## src/rtl/vsc_pkg.sv

```systemverilog
package vsc_pkg;
   typedef enum logic [1:0] {
      MODE_AUTO  = 2'b00,
      MODE_FIX50 = 2'b01,
      MODE_FIX60 = 2'b10,
      MODE_SPARE = 2'b11
   } coast_mode_e;
endpackage

```

## src/rtl/vsc_edge.sv

```systemverilog
module vsc_edge (
   input  logic clk,
   input  logic rst_n,
   input  logic sync_i,
   output logic rise_o
);
   logic prev_q;

   always_ff @(posedge clk or negedge rst_n) begin
      if (!rst_n) prev_q <= 1'b0;
      else        prev_q <= sync_i;
   end

   assign rise_o = sync_i & ~prev_q;
endmodule

```

## src/rtl/vsc_rate_sel.sv

```systemverilog
module vsc_rate_sel #(
   parameter int CNT_W = 12,
   parameter int PER50 = 1200,
   parameter int PER60 = 1000
) (
   input  logic [1:0]       mode_i,
   input  logic             meas_valid_i,
   input  logic [CNT_W-1:0] meas_per_i,
   output logic [CNT_W-1:0] target_o
);
   import vsc_pkg::*;

   localparam logic [CNT_W-1:0] T50 = CNT_W'(PER50);
   localparam logic [CNT_W-1:0] T60 = CNT_W'(PER60);

   coast_mode_e mode_e;
   assign mode_e = coast_mode_e'(mode_i);

   always_comb begin
      case (mode_e)
         MODE_FIX50: target_o = T50;
         MODE_FIX60: target_o = T60;
         MODE_AUTO,
         MODE_SPARE: target_o = meas_valid_i ? meas_per_i : T60;
         default:    target_o = T60;
      endcase
   end
endmodule

```

## src/rtl/vsc_timer.sv

```systemverilog
module vsc_timer #(
   parameter int CNT_W = 12
) (
   input  logic             clk,
   input  logic             rst_n,
   input  logic             present_i,
   input  logic             rise_i,
   input  logic [CNT_W-1:0] target_i,
   output logic             fire_o,
   output logic             meas_valid_o,
   output logic [CNT_W-1:0] meas_per_o
);
   logic [CNT_W-1:0] gap_q;
   logic [CNT_W-1:0] per_q;
   logic             valid_q;
   logic             have_q;
   logic [CNT_W:0]   gap_nx;
   logic [CNT_W-1:0] gap_sat;
   logic             at_lim;

   assign gap_nx  = {1'b0, gap_q} + (CNT_W+1)'(1);
   assign gap_sat = (&gap_q) ? gap_q : gap_nx[CNT_W-1:0];
   assign at_lim  = gap_nx >= {1'b0, target_i};
   assign fire_o  = present_i ? rise_i : at_lim;

   always_ff @(posedge clk or negedge rst_n) begin
      if (!rst_n) begin
         gap_q   <= '0;
         per_q   <= '0;
         valid_q <= 1'b0;
         have_q  <= 1'b0;
      end else if (present_i) begin
         if (rise_i) begin
            gap_q  <= '0;
            have_q <= 1'b1;
            if (have_q) begin
               per_q   <= gap_sat;
               valid_q <= 1'b1;
            end
         end else begin
            gap_q <= gap_sat;
         end
      end else if (at_lim) begin
         gap_q  <= '0;
         have_q <= 1'b0;
      end else begin
         gap_q <= gap_sat;
      end
   end

   assign meas_valid_o = valid_q;
   assign meas_per_o   = per_q;

   // an edge can only follow a low cycle, so a measured period is at least 2
   assert_period_min_R5: assert property (@(posedge clk) disable iff (!rst_n)
      valid_q |-> per_q >= CNT_W'(2));

   // the first edge after a coast interval must not touch the stored period
   assert_restart_keeps_R11: assert property (@(posedge clk) disable iff (!rst_n)
      present_i && rise_i && !have_q |=> $stable(per_q));

   // a generated pulse restarts the period count
   assert_rearm_R4: assert property (@(posedge clk) disable iff (!rst_n)
      !present_i && fire_o |=> gap_q == '0);
endmodule

```

## src/rtl/vsync_coaster.sv

```systemverilog
module vsync_coaster #(
   parameter int CLK_HZ = 27_000_000,
   parameter int CNT_W  = $clog2(CLK_HZ / 50) + 1
) (
   input  logic       clk,
   input  logic       rst_n,
   input  logic       vs_in,
   input  logic       vid_ok,
   input  logic [1:0] mode,
   output logic       vs_out,
   output logic       coasting
);
   localparam int PER50 = CLK_HZ / 50;
   localparam int PER60 = CLK_HZ / 60;

   generate
      if (CLK_HZ < 600) begin : g_bad_clk
         $error("vsync_coaster: CLK_HZ too small for a usable coast period");
      end
      if (CNT_W < $clog2(PER50 + 1)) begin : g_bad_width
         $error("vsync_coaster: CNT_W cannot hold the 50 Hz period");
      end
   endgenerate

   logic             rise;
   logic             fire;
   logic             meas_valid;
   logic [CNT_W-1:0] meas_per;
   logic [CNT_W-1:0] target;
   logic             vs_q;
   logic             coast_q;

   vsc_edge u_edge (
      .clk    (clk),
      .rst_n  (rst_n),
      .sync_i (vs_in),
      .rise_o (rise)
   );

   vsc_rate_sel #(
      .CNT_W (CNT_W),
      .PER50 (PER50),
      .PER60 (PER60)
   ) u_rate (
      .mode_i       (mode),
      .meas_valid_i (meas_valid),
      .meas_per_i   (meas_per),
      .target_o     (target)
   );

   vsc_timer #(
      .CNT_W (CNT_W)
   ) u_timer (
      .clk          (clk),
      .rst_n        (rst_n),
      .present_i    (vid_ok),
      .rise_i       (rise),
      .target_i     (target),
      .fire_o       (fire),
      .meas_valid_o (meas_valid),
      .meas_per_o   (meas_per)
   );

   always_ff @(posedge clk or negedge rst_n) begin
      if (!rst_n) begin
         vs_q    <= 1'b0;
         coast_q <= 1'b0;
      end else begin
         vs_q    <= fire;
         coast_q <= ~vid_ok;
      end
   end

   assign vs_out   = vs_q;
   assign coasting = coast_q;

   assert_one_wide_R2: assert property (@(posedge clk) disable iff (!rst_n)
      vs_out |=> !vs_out);

   assert_pass_edge_R2: assert property (@(posedge clk) disable iff (!rst_n)
      vid_ok && rise |=> vs_out);

   assert_flag_R3: assert property (@(posedge clk) disable iff (!rst_n)
      1'b1 |=> coasting == !$past(vid_ok));

   assert_reset_quiet_R1: assert property (@(posedge clk)
      !rst_n |=> !vs_out && !coasting);
endmodule

```

## config.mk

```make
export PLATFORM = sky130hd
export DESIGN_NAME = vsync_coaster
export DESIGN_NICKNAME = d
export VERILOG_FILES = /design/src/rtl/vsc_pkg.sv /design/src/rtl/vsc_edge.sv /design/src/rtl/vsc_rate_sel.sv /design/src/rtl/vsc_timer.sv /design/src/rtl/vsync_coaster.sv
export SDC_FILE = /design/constraint.sdc
export NUM_CORES = 1
export LEC_CHECK = 0
export CAP_MARGIN = 40
export CORE_ASPECT_RATIO = 0.7
export CORE_MARGIN = 10
export CORE_UTILIZATION = 69
export CTS_BUF_LIST = sky130_fd_sc_hd__clkbuf_2 sky130_fd_sc_hd__clkbuf_4 sky130_fd_sc_hd__clkbuf_8
export DETAILED_ROUTE_END_ITERATION = 8
export GPL_ROUTABILITY_DRIVEN = 0
export MAX_ROUTING_LAYER = met4
export PLACE_DENSITY = 0.88
export SETUP_SLACK_MARGIN = 0.15
export SLEW_MARGIN = 10
export SYNTH_ARGS = -nofsm -noshare
export SYNTH_HDL_FRONTEND = slang
export SYNTH_SLANG_ARGS = --single-unit
export TNS_END_PERCENT = 20
```

## constraint.sdc

```tcl
create_clock -name clk -period 8.7 [get_ports clk]
set_input_delay 1.74 -clock clk [delete_from_list [all_inputs] [get_ports clk]]
set_output_delay 1.74 -clock clk [all_outputs]
set_load 0.03 [all_outputs]
```

Yosys cells after proc, flatten, opt, wreduce, memory -nomap -nowiden
Cells that the tools add are included.

word-level totals
  output and inout port bits = 2
  word-level logic and storage cells = 32
  flip-flop bits (word level) = 47

cells by class
  order comparisons = 1
  equality and inequality tests = 4
  reductions and logical operators = 6
  bitwise operators = 3
  muxes and demuxes = 10
  $add $sub $neg = 1

operators with widths
  operator               count
  $mux 21                5
  $pmux 21 s3            1
  $add 21x1->22 const B  1
  $ge 22x21->1           1
  $reduce_and 21->1      1
  $eq 2x2->1 const B     2
  $mux 1                 4
  $reduce_and 3->1       1
  $eq 2x1->1 const B     1
  $logic_not 2->1        1
  $ne 2x1->1 const B     1
  $not 1->1              2
  $reduce_and 2->1       1
  $reduce_bool 2->1      1
  $reduce_or 2->1        1
  $and 1x1->1            1

Longest topological paths before layout
Gate-level depths: netlist of the first run.

  word-level depth = 6
  gate-level depth with buffers = 14

Modules after synthesis
A second synthesis of the first run with hierarchy kept.

unflattened totals
  cell total of the unflattened synthesis = 319
  area total of the unflattened synthesis = 2879.0 sq um

by module, submodules not included
  module         sequential area each (sq um)  instances  cells an instance  area an instance (sq um)
  vsc_timer      1101.1                        1          273                2501.1
  vsc_rate_sel   0.0                           1          41                 285.3
  vsync_coaster  50.0                          1          3                  53.8
  vsc_edge       25.0                          1          2                  38.8

Worst setup path after synthesis of the first run
OpenSTA, ideal clock, no wires.

  path kind = input to register
  start = in mode[0]
  end = reg u_timer.gap_q[18]
  stages on the path = 13
  data required time = 8.570 ns
  arrival time = 4.253 ns
  library setup time = 0.130 ns
  path slack = 4.317 ns
  cell sequence = inv_1 > ha_1 > clkbuf_1 > clkbuf_1 > a31oi_1 > ha_1 > nand4_1 > nor2_1 > and3_1 > a221oi_1 > o41ai_2 > buf_2 > nor3_1

on the way
  word-level cells in the longest chain between the ends = 6
  elaborated cells between the ends (all ways) = 9

RTL lines
  item                                                  line                text
  start: declaration                                    vsync_coaster.sv:9  input logic [1:0] mode,
  $eq 2x2->1 / $logic_not 2->1 (equally long branches)  vsc_rate_sel.sv:20  case (mode_e)
  $reduce_or 2->1                                       vsc_rate_sel.sv:20
  $pmux 21 s3 (*)                                       vsc_rate_sel.sv:20
  $ge 22x21->1 (*)                                      vsc_timer.sv:23     assign at_lim = gap_nx >= {1'b0, target_i};
  $mux 21 (*)                                           vsc_timer.sv:43     end else if (at_lim) begin
  $mux 21 (*)                                           vsc_timer.sv:32     end else if (present_i) begin
  end signal: assignment                                vsc_timer.sv:41     gap_q <= gap_sat;
  end signal: assignment                                vsc_timer.sv:47     gap_q <= gap_sat;
  end: declaration                                      vsc_timer.sv:13     logic [CNT_W-1:0] gap_q;

Mark *: on every way between the ends. The rest lies on a longest branch, timed or not.
A chain may end at the register's enable or synchronous reset.

Final worst setup path of the first run
  start = in mode[0]
  end = reg vs_q (netlist: vs_out)

on the way
  word-level cells in the longest chain between the ends = 5
  elaborated cells between the ends (all ways) = 8

RTL lines
  item                                                  line                 text
  $eq 2x2->1 / $logic_not 2->1 (equally long branches)  vsc_rate_sel.sv:20
  $reduce_or 2->1                                       vsc_rate_sel.sv:20
  $pmux 21 s3 (*)                                       vsc_rate_sel.sv:20
  $ge 22x21->1 (*)                                      vsc_timer.sv:23
  $mux 1 (*)                                            vsc_timer.sv:24      assign fire_o = present_i ? rise_i : at_lim;
  via fire                                              vsync_coaster.sv:26  logic fire;
  end signal: assignment                                vsync_coaster.sv:69  vs_q <= fire;
  end: declaration                                      vsync_coaster.sv:30  logic vs_q;

Mark *: on every way through the listed nets, which the timed path passes. The rest lies on a longest branch.

==> results.sh, run 1 <==
export IMPL_ys_ff_latch=47
export IMPL_clock_path_buffers=2
export IMPL_wirelength_um=6244
export IMPL_cts_tree="done"
export IMPL_worstSetupEndpointType="flop"
export IMPL_status="finished, final reports clean"
export IMPL_clk_latency_ns=0.30
export IMPL_crit_top_cell="ha_1"
export IMPL_worstHoldStart="u_timer.meas_per_o[10]"
export IMPL_holdPathEnd="u_timer.meas_per_o[10]"
export IMPL_cellPowerDensity_nw_per_um2=148.3
export IMPL_die_y_um=74.49
export IMPL_via_count=2247
export IMPL_firstDrtPassIters=5
export IMPL_critical_path_buf_inv_count=3
export IMPL_post_cts_buffers=0
export IMPL_setup_viol=0
export IMPL_period_share_pct=59.43
export IMPL_seq_area_frac_synth_pct=40.19
export IMPL_portBuffers=7
export IMPL_num_rows=19
export IMPL_clk_pin_slew_worst_paths_ns=0.08
export IMPL_hold_viol=0
export IMPL_pin_count=8
export IMPL_cp_cell_sequence="clkdlybuf4s50_1 -> inv_1 -> ha_1 -> nand2_1 -> nor2_1 -> and2_1 -> ha_1 -> nand2b_1 -> a21oi_1 -> o221ai_1 -> a221oi_1 -> o41ai_4 -> buf_4 -> or2_2"
export IMPL_syn_avg_cell_area_sq_um=9.441
export IMPL_htreeDepth=2
export IMPL_cp_top_family="simple AND/OR/NAND/NOR gates"
export IMPL_dp_hpwl_um=4752
export IMPL_syn_inst=310
export IMPL_grt_overflow=0
export IMPL_worstSetupPathType="in2reg"
export IMPL_critical_path_max_stage_delay_ns=0.57
export IMPL_syn_num_nets=341
export IMPL_reg2reg_from="u_timer.gap_q[2]"
export IMPL_crit_fanout=23
export IMPL_crit_slowest_cell="ha_1"
export IMPL_drv_slew=0
export IMPL_dpl_cell_count=360
export IMPL_startpoint_type="input port"
export IMPL_min_path_type="reg2reg"
export IMPL_viasPerCell=6.106
export IMPL_peakVddDrop_uv=157.9
export IMPL_avgRoutedWirePerCell_um=16.97
export IMPL_stdcell_count=368
export IMPL_r2r_end="vs_out"
export IMPL_synthFlopType="dfrtp_1"
export IMPL_yosysUniqueCellTypes=37
export IMPL_setup_tns_final_ns=0
export IMPL_synth_edf_count=0
export IMPL_worstMarginPinSlew_ns=0.7709
export IMPL_ctsHoldBuffers=0
export IMPL_numCtsBuffers=5
export IMPL_initial_utilization_pct=73.28
export IMPL_hold_worst_slack_ns=0.4834
export IMPL_skew_ns=0.006550
export IMPL_ys_warn_count=0
export IMPL_drive_gt1_share_pct=15.82
export IMPL_die_w_um=97.84
export IMPL_core_area_sq_um=3994
export IMPL_maxCapViolCount=0
export IMPL_num_antenna_cells=0
export IMPL_p_leak_nw=1.497
export IMPL_critPathRequiredTime_ns=8.89
export IMPL_synthArstFlopShare_pct=100.0
export IMPL_netlist_area_sq_um=2927
export IMPL_area_growth_pct=6.755
export IMPL_grt_max_degree=28
export IMPL_ant_nets=0
export IMPL_grtUsageTotal_pct=18.22
export IMPL_fin_crit_ns=5.171
export IMPL_first_global_vias=2049
export IMPL_antenna_found_initial=0
export IMPL_dieArea_sq_um=7288
export IMPL_worstHoldPathCells=2
export IMPL_rsz0062_at_grt="false"
export IMPL_r2r_slack_ns=5.32
export IMPL_clockRootBuffer="clkbuf_8"
export IMPL_grt_pass1_wl_um=10440
export IMPL_nets=346
export IMPL_clock_sinks=47
export IMPL_postCtsResizedCells=0
export IMPL_drtIter0Drc=232
export IMPL_fmax_mhz=193.4
export IMPL_drc=0
export IMPL_r2r_cells=12
export IMPL_worstPathArrival_ns=5.36
export IMPL_relSlewSlack_pct=48.49
export IMPL_totalPowerFinal_mw=0.4632
-- worst max-delay path by stage --
stage          startpoint  slack (ns)  depth (start not counted)                 to
6_report          mode[0]        3.53                         14             vs_out
4_1_cts           mode[0]        3.57                         14             vs_out
3_5_place_dp      mode[0]        3.26                         14             vs_out
3_3_place_gp      mode[0]        3.40                         14             vs_out
2_1_floorplan     mode[0]        4.32                         13  u_timer.gap_q[18]
5_1_grt           mode[0]        3.29                         14             vs_out
-- cells in the final DEF, fill, tap and decap left out, drive strengths merged, types with 4 or more instances in the layout --
master / Yosys / final
nand2b: 13 / 13
clkbuf: 7 / 6
a21oi: 22 / 22
nor2: 23 / 23
xnor2: 14 / 14
nand2: 42 / 42
nor3: 22 / 22
nand3: 14 / 14
ha: 25 / 25
nand4: 5 / 5
a31oi: 4 / 4
dfrtp: 47 / 47
xor2: 6 / 6
o21ai: 24 / 24
buf: 6 / 5
and3: 6 / 6
clkdlybuf4s50: 0 / 6
and4: 5 / 5
or2: 8 / 8
inv: 4 / 4
-- state kept, by name (all words and copies together) (netlist names) --
name	flops
vs_out	1
u_timer.meas_per_o	21
u_timer.gap_q	21
u_timer.meas_valid_o	1
u_edge.prev_q	1
u_timer.have_q	1
coasting	1
-- power breakdown --
part           leakage (nW)  internal [mW]  switching [mW]  total [mW]
combinational         0.821         0.0353          0.0522      0.0875
sequential            0.632          0.232          0.0122       0.244
clock                0.0446         0.0593          0.0723       0.132
-- per-stage QoR --
stage / util [%] / setup slack [ns] / area (sq um)
after global placement: 75.50 / 3.402 / 3015
after global routing: 78.23 / 3.286 / 3124
after floorplan: - / 4.317 / 2927
after CTS: 78.23 / 3.566 / 3124
final: 78.23 / 3.529 / 3124
after detailed placement: 76.00 / 3.263 / 3035
-- metal layers --
metal / vias to the layer above / GRT usage [%] / part of all wire [%]
li1: 1097 / - / -
met3: 7 / 3.608 / 8.2
met4: 0 / 4.823 / 0.91
met2: 81 / 24.31 / 41
met5: - / - / 0
met1: 1062 / 26.86 / 49
-- Yosys cell counts (all sizes together) (4+ instances only) --
cell	number	area, sq um
nor2	23	111.4
nand2b	13	81.33
xor2	6	52.55
nand4	5	46.29
buf	6	48.79
ha	25	312.8
nand3	14	75.07
a21oi	22	121.4
dfrtp	47	1176
and4	5	48.80
a31oi	4	25.02
o21ai	24	120.1
nand2	42	157.7
inv	4	15.01
and3	6	37.54
nor3	22	170.2
or2	8	50.05
clkbuf	7	26.28
xnor2	14	122.6
-- final cells by class --
| type | count | area [sq um] |
|---|---|---|
| Clock buffer | 6 | 76.32 |
| Clock inverter | 2 | 12.51 |
| Fill cell | 258 | 869.6 |
| Inverter | 4 | 15.01 |
| Multi-Input combinational cell | 246 | 1672 |
| Sequential cell | 47 | 1176 |
| Tap cell | 52 | 65.06 |
| Timing Repair Buffer | 11 | 107.6 |
-- tightest hold or removal path, cell delays in order, from the launching register on --
cell     delay (ns)
dfrtp_1        0.35
nand2_1        0.05
o21ai_1        0.06
-- logic make-up after synthesis --
kind of cell / count (synthesis) / synth area share [%]
buf+inv: 17 / 3.078
compound gates: 57 / 11.37
simple gates: 142 / 28.00
fa+ha+maj: 25 / 10.69
flops: 47 / 40.19
xor+xnor: 20 / 5.986
mux: 2 / 0.6841
Power figures use the tool's default switching activity.
==> run 2, diff against run 1 <==
- CORE_UTILIZATION: 69 -> 64
- PLACE_DENSITY: 0.88 -> 0.82
- clock period: 8.7 -> 5 ns (I/O delays scaled with it)
==> results.sh, run 2 (synthesis gave the netlist of run 1 again) <==
export IMPL_htreeDepth=2
export IMPL_clockRootBuffer="clkbuf_8"
export IMPL_cts_tree="done"
export IMPL_grt_overflow=0
export IMPL_min_path_type="reg2reg"
export IMPL_postCtsResizedCells=0
export IMPL_worstMarginPinSlew_ns=0.7674
export IMPL_worstSetupEndpointType="flop"
export IMPL_grt_max_degree=36
export IMPL_final_cell_mix="dfrtp_1, nand2_1, ha_1, a21oi_1"
export IMPL_drive_gt1_share_pct=15.56
export IMPL_clock_path_buffers=2
export IMPL_setup_viol=0
export IMPL_maxCapViolCount=0
export IMPL_hold_viol=0
export IMPL_firstDrtPassIters=5
export IMPL_via_count=2287
export IMPL_rsz0062_at_grt="false"
export IMPL_critPathRequiredTime_ns=5.19
export IMPL_viasPerCell=6.181
export IMPL_num_fill_cells=366
export IMPL_core_area_sq_um=4379
export IMPL_initial_utilization_pct=66.83
export IMPL_skew_ns=0.004292
export IMPL_cellPowerDensity_nw_per_um2=258.8
export IMPL_peakVddDrop_uv=194.6
export IMPL_grt_pass1_wl_um=10760
export IMPL_clk_latency_ns=0.30
export IMPL_startpoint_type="input port"
export IMPL_fmax_mhz=226.3
export IMPL_crit_fanout=23
export IMPL_status="finished, final reports clean"
export IMPL_setup_tns_final_ns=0
export IMPL_num_rows=20
export IMPL_grtUsageTotal_pct=17.70
export IMPL_drc=0
export IMPL_nets=346
export IMPL_drtIter0Drc=214
export IMPL_numCtsBuffers=5
export IMPL_die_w_um=100.8
export IMPL_wirelength_um=6437
export IMPL_antenna_found_initial=0
export IMPL_pin_count=8
export IMPL_post_cts_buffers=0
export IMPL_num_antenna_cells=0
export IMPL_clock_sinks=47
export IMPL_worstPathArrival_ns=4.61
export IMPL_fin_util_pct=71.40
export IMPL_ctsHoldBuffers=0
export IMPL_avgRoutedWirePerCell_um=17.40
export IMPL_dp_hpwl_um=4941
export IMPL_drv_slew=0
export IMPL_die_y_um=76.58
export IMPL_fin_crit_ns=4.418
export IMPL_portBuffers=7
export IMPL_period_share_pct=88.37
export IMPL_ant_nets=0
export IMPL_first_global_vias=2117
export IMPL_relSlewSlack_pct=48.72
export IMPL_final_common_cell="dfrtp_1"
export IMPL_clk_pin_slew_worst_paths_ns=0.08
export IMPL_p_leak_nw=1.500
export IMPL_worstSetupPathType="in2reg"
export IMPL_area_growth_pct=6.841
export IMPL_dieArea_sq_um=7721
-- run 2: cell types whose count changed in the layout (fill, tap and decap cells not counted), sizes merged --
cell,delta
clkinvlp,-1
-- run 2: metal layers --
layer  routed length, um  part of all wire, %  global-route usage [%]
met4                  64                 0.99                   3.380
met1                3255                   51                   26.84
met5                   0                    0                       -
met3                 426                  6.6                   3.804
met2                2691                   42                   23.18
-- run 2: worst paths after layout --
kind                       slack, ns                endpoint                  start  depth (start not counted)
min reg2reg                     0.48   u_timer.meas_per_o[4]  u_timer.meas_per_o[4]                          2
min in group asynchronous       0.65                  vs_out                  rst_n                          1
max in group asynchronous       3.85  u_timer.meas_per_o[12]                  rst_n                          2
max reg2reg                     1.64                  vs_out       u_timer.gap_q[2]                         12
min                             0.48   u_timer.meas_per_o[4]  u_timer.meas_per_o[4]                          2
max                             0.58                  vs_out                mode[0]                         14
-- run 2: per-stage QoR --
step / hold WS [ns] / cell area (sq um) / std cells / worst slack, ns / total power, mW
final: 0.4829 / 3127 / 370 / 0.5817 / 0.8091
after global routing: 0.5179 / 3127 / 370 / 0.4327 / 0.8458
after CTS: 0.4896 / 3127 / 370 / 0.6529 / 0.8097
after detailed placement: 0.4715 / 3039 / 363 / 0.3571 / 0.5830
after global placement: 0.4562 / 3019 / 362 / 0.4422 / 0.5758
after floorplan: 0.4413 / 2927 / 310 / 1.357 / 0.5356
-- run 2: area by class of cell --
class                   instances  area, sq um  area share (%)
clock buffers                   6        82.58           2.641
clock inverters                 1        5.005          0.1601
inverters                       4        15.01          0.4802
multi-input cells             246         1672           53.46
flip-flops and latches         47         1176           37.62
well taps                      55        68.82           2.201
repair buffers                 11        107.6           3.441
-- run 2: power by group --
group | internal, mW | switching (mW) | leakage, nW
clock network | 0.109 | 0.123 | 0.0470
registers | 0.403 | 0.0209 | 0.632
logic | 0.0618 | 0.0918 | 0.821
-- run 2: worst max-delay path, stage by stage --
cell,delay [ns]
clkdlybuf4s50_1,0.48
inv_1,0.06
ha_1,0.59
nand2_1,0.10
nor2_1,0.40
and2_1,0.20
ha_1,0.22
nand2b_1,0.14
a21oi_1,0.15
o221ai_1,0.15
a221oi_1,0.40
o41ai_4,0.13
buf_4,0.24
or2_2,0.32
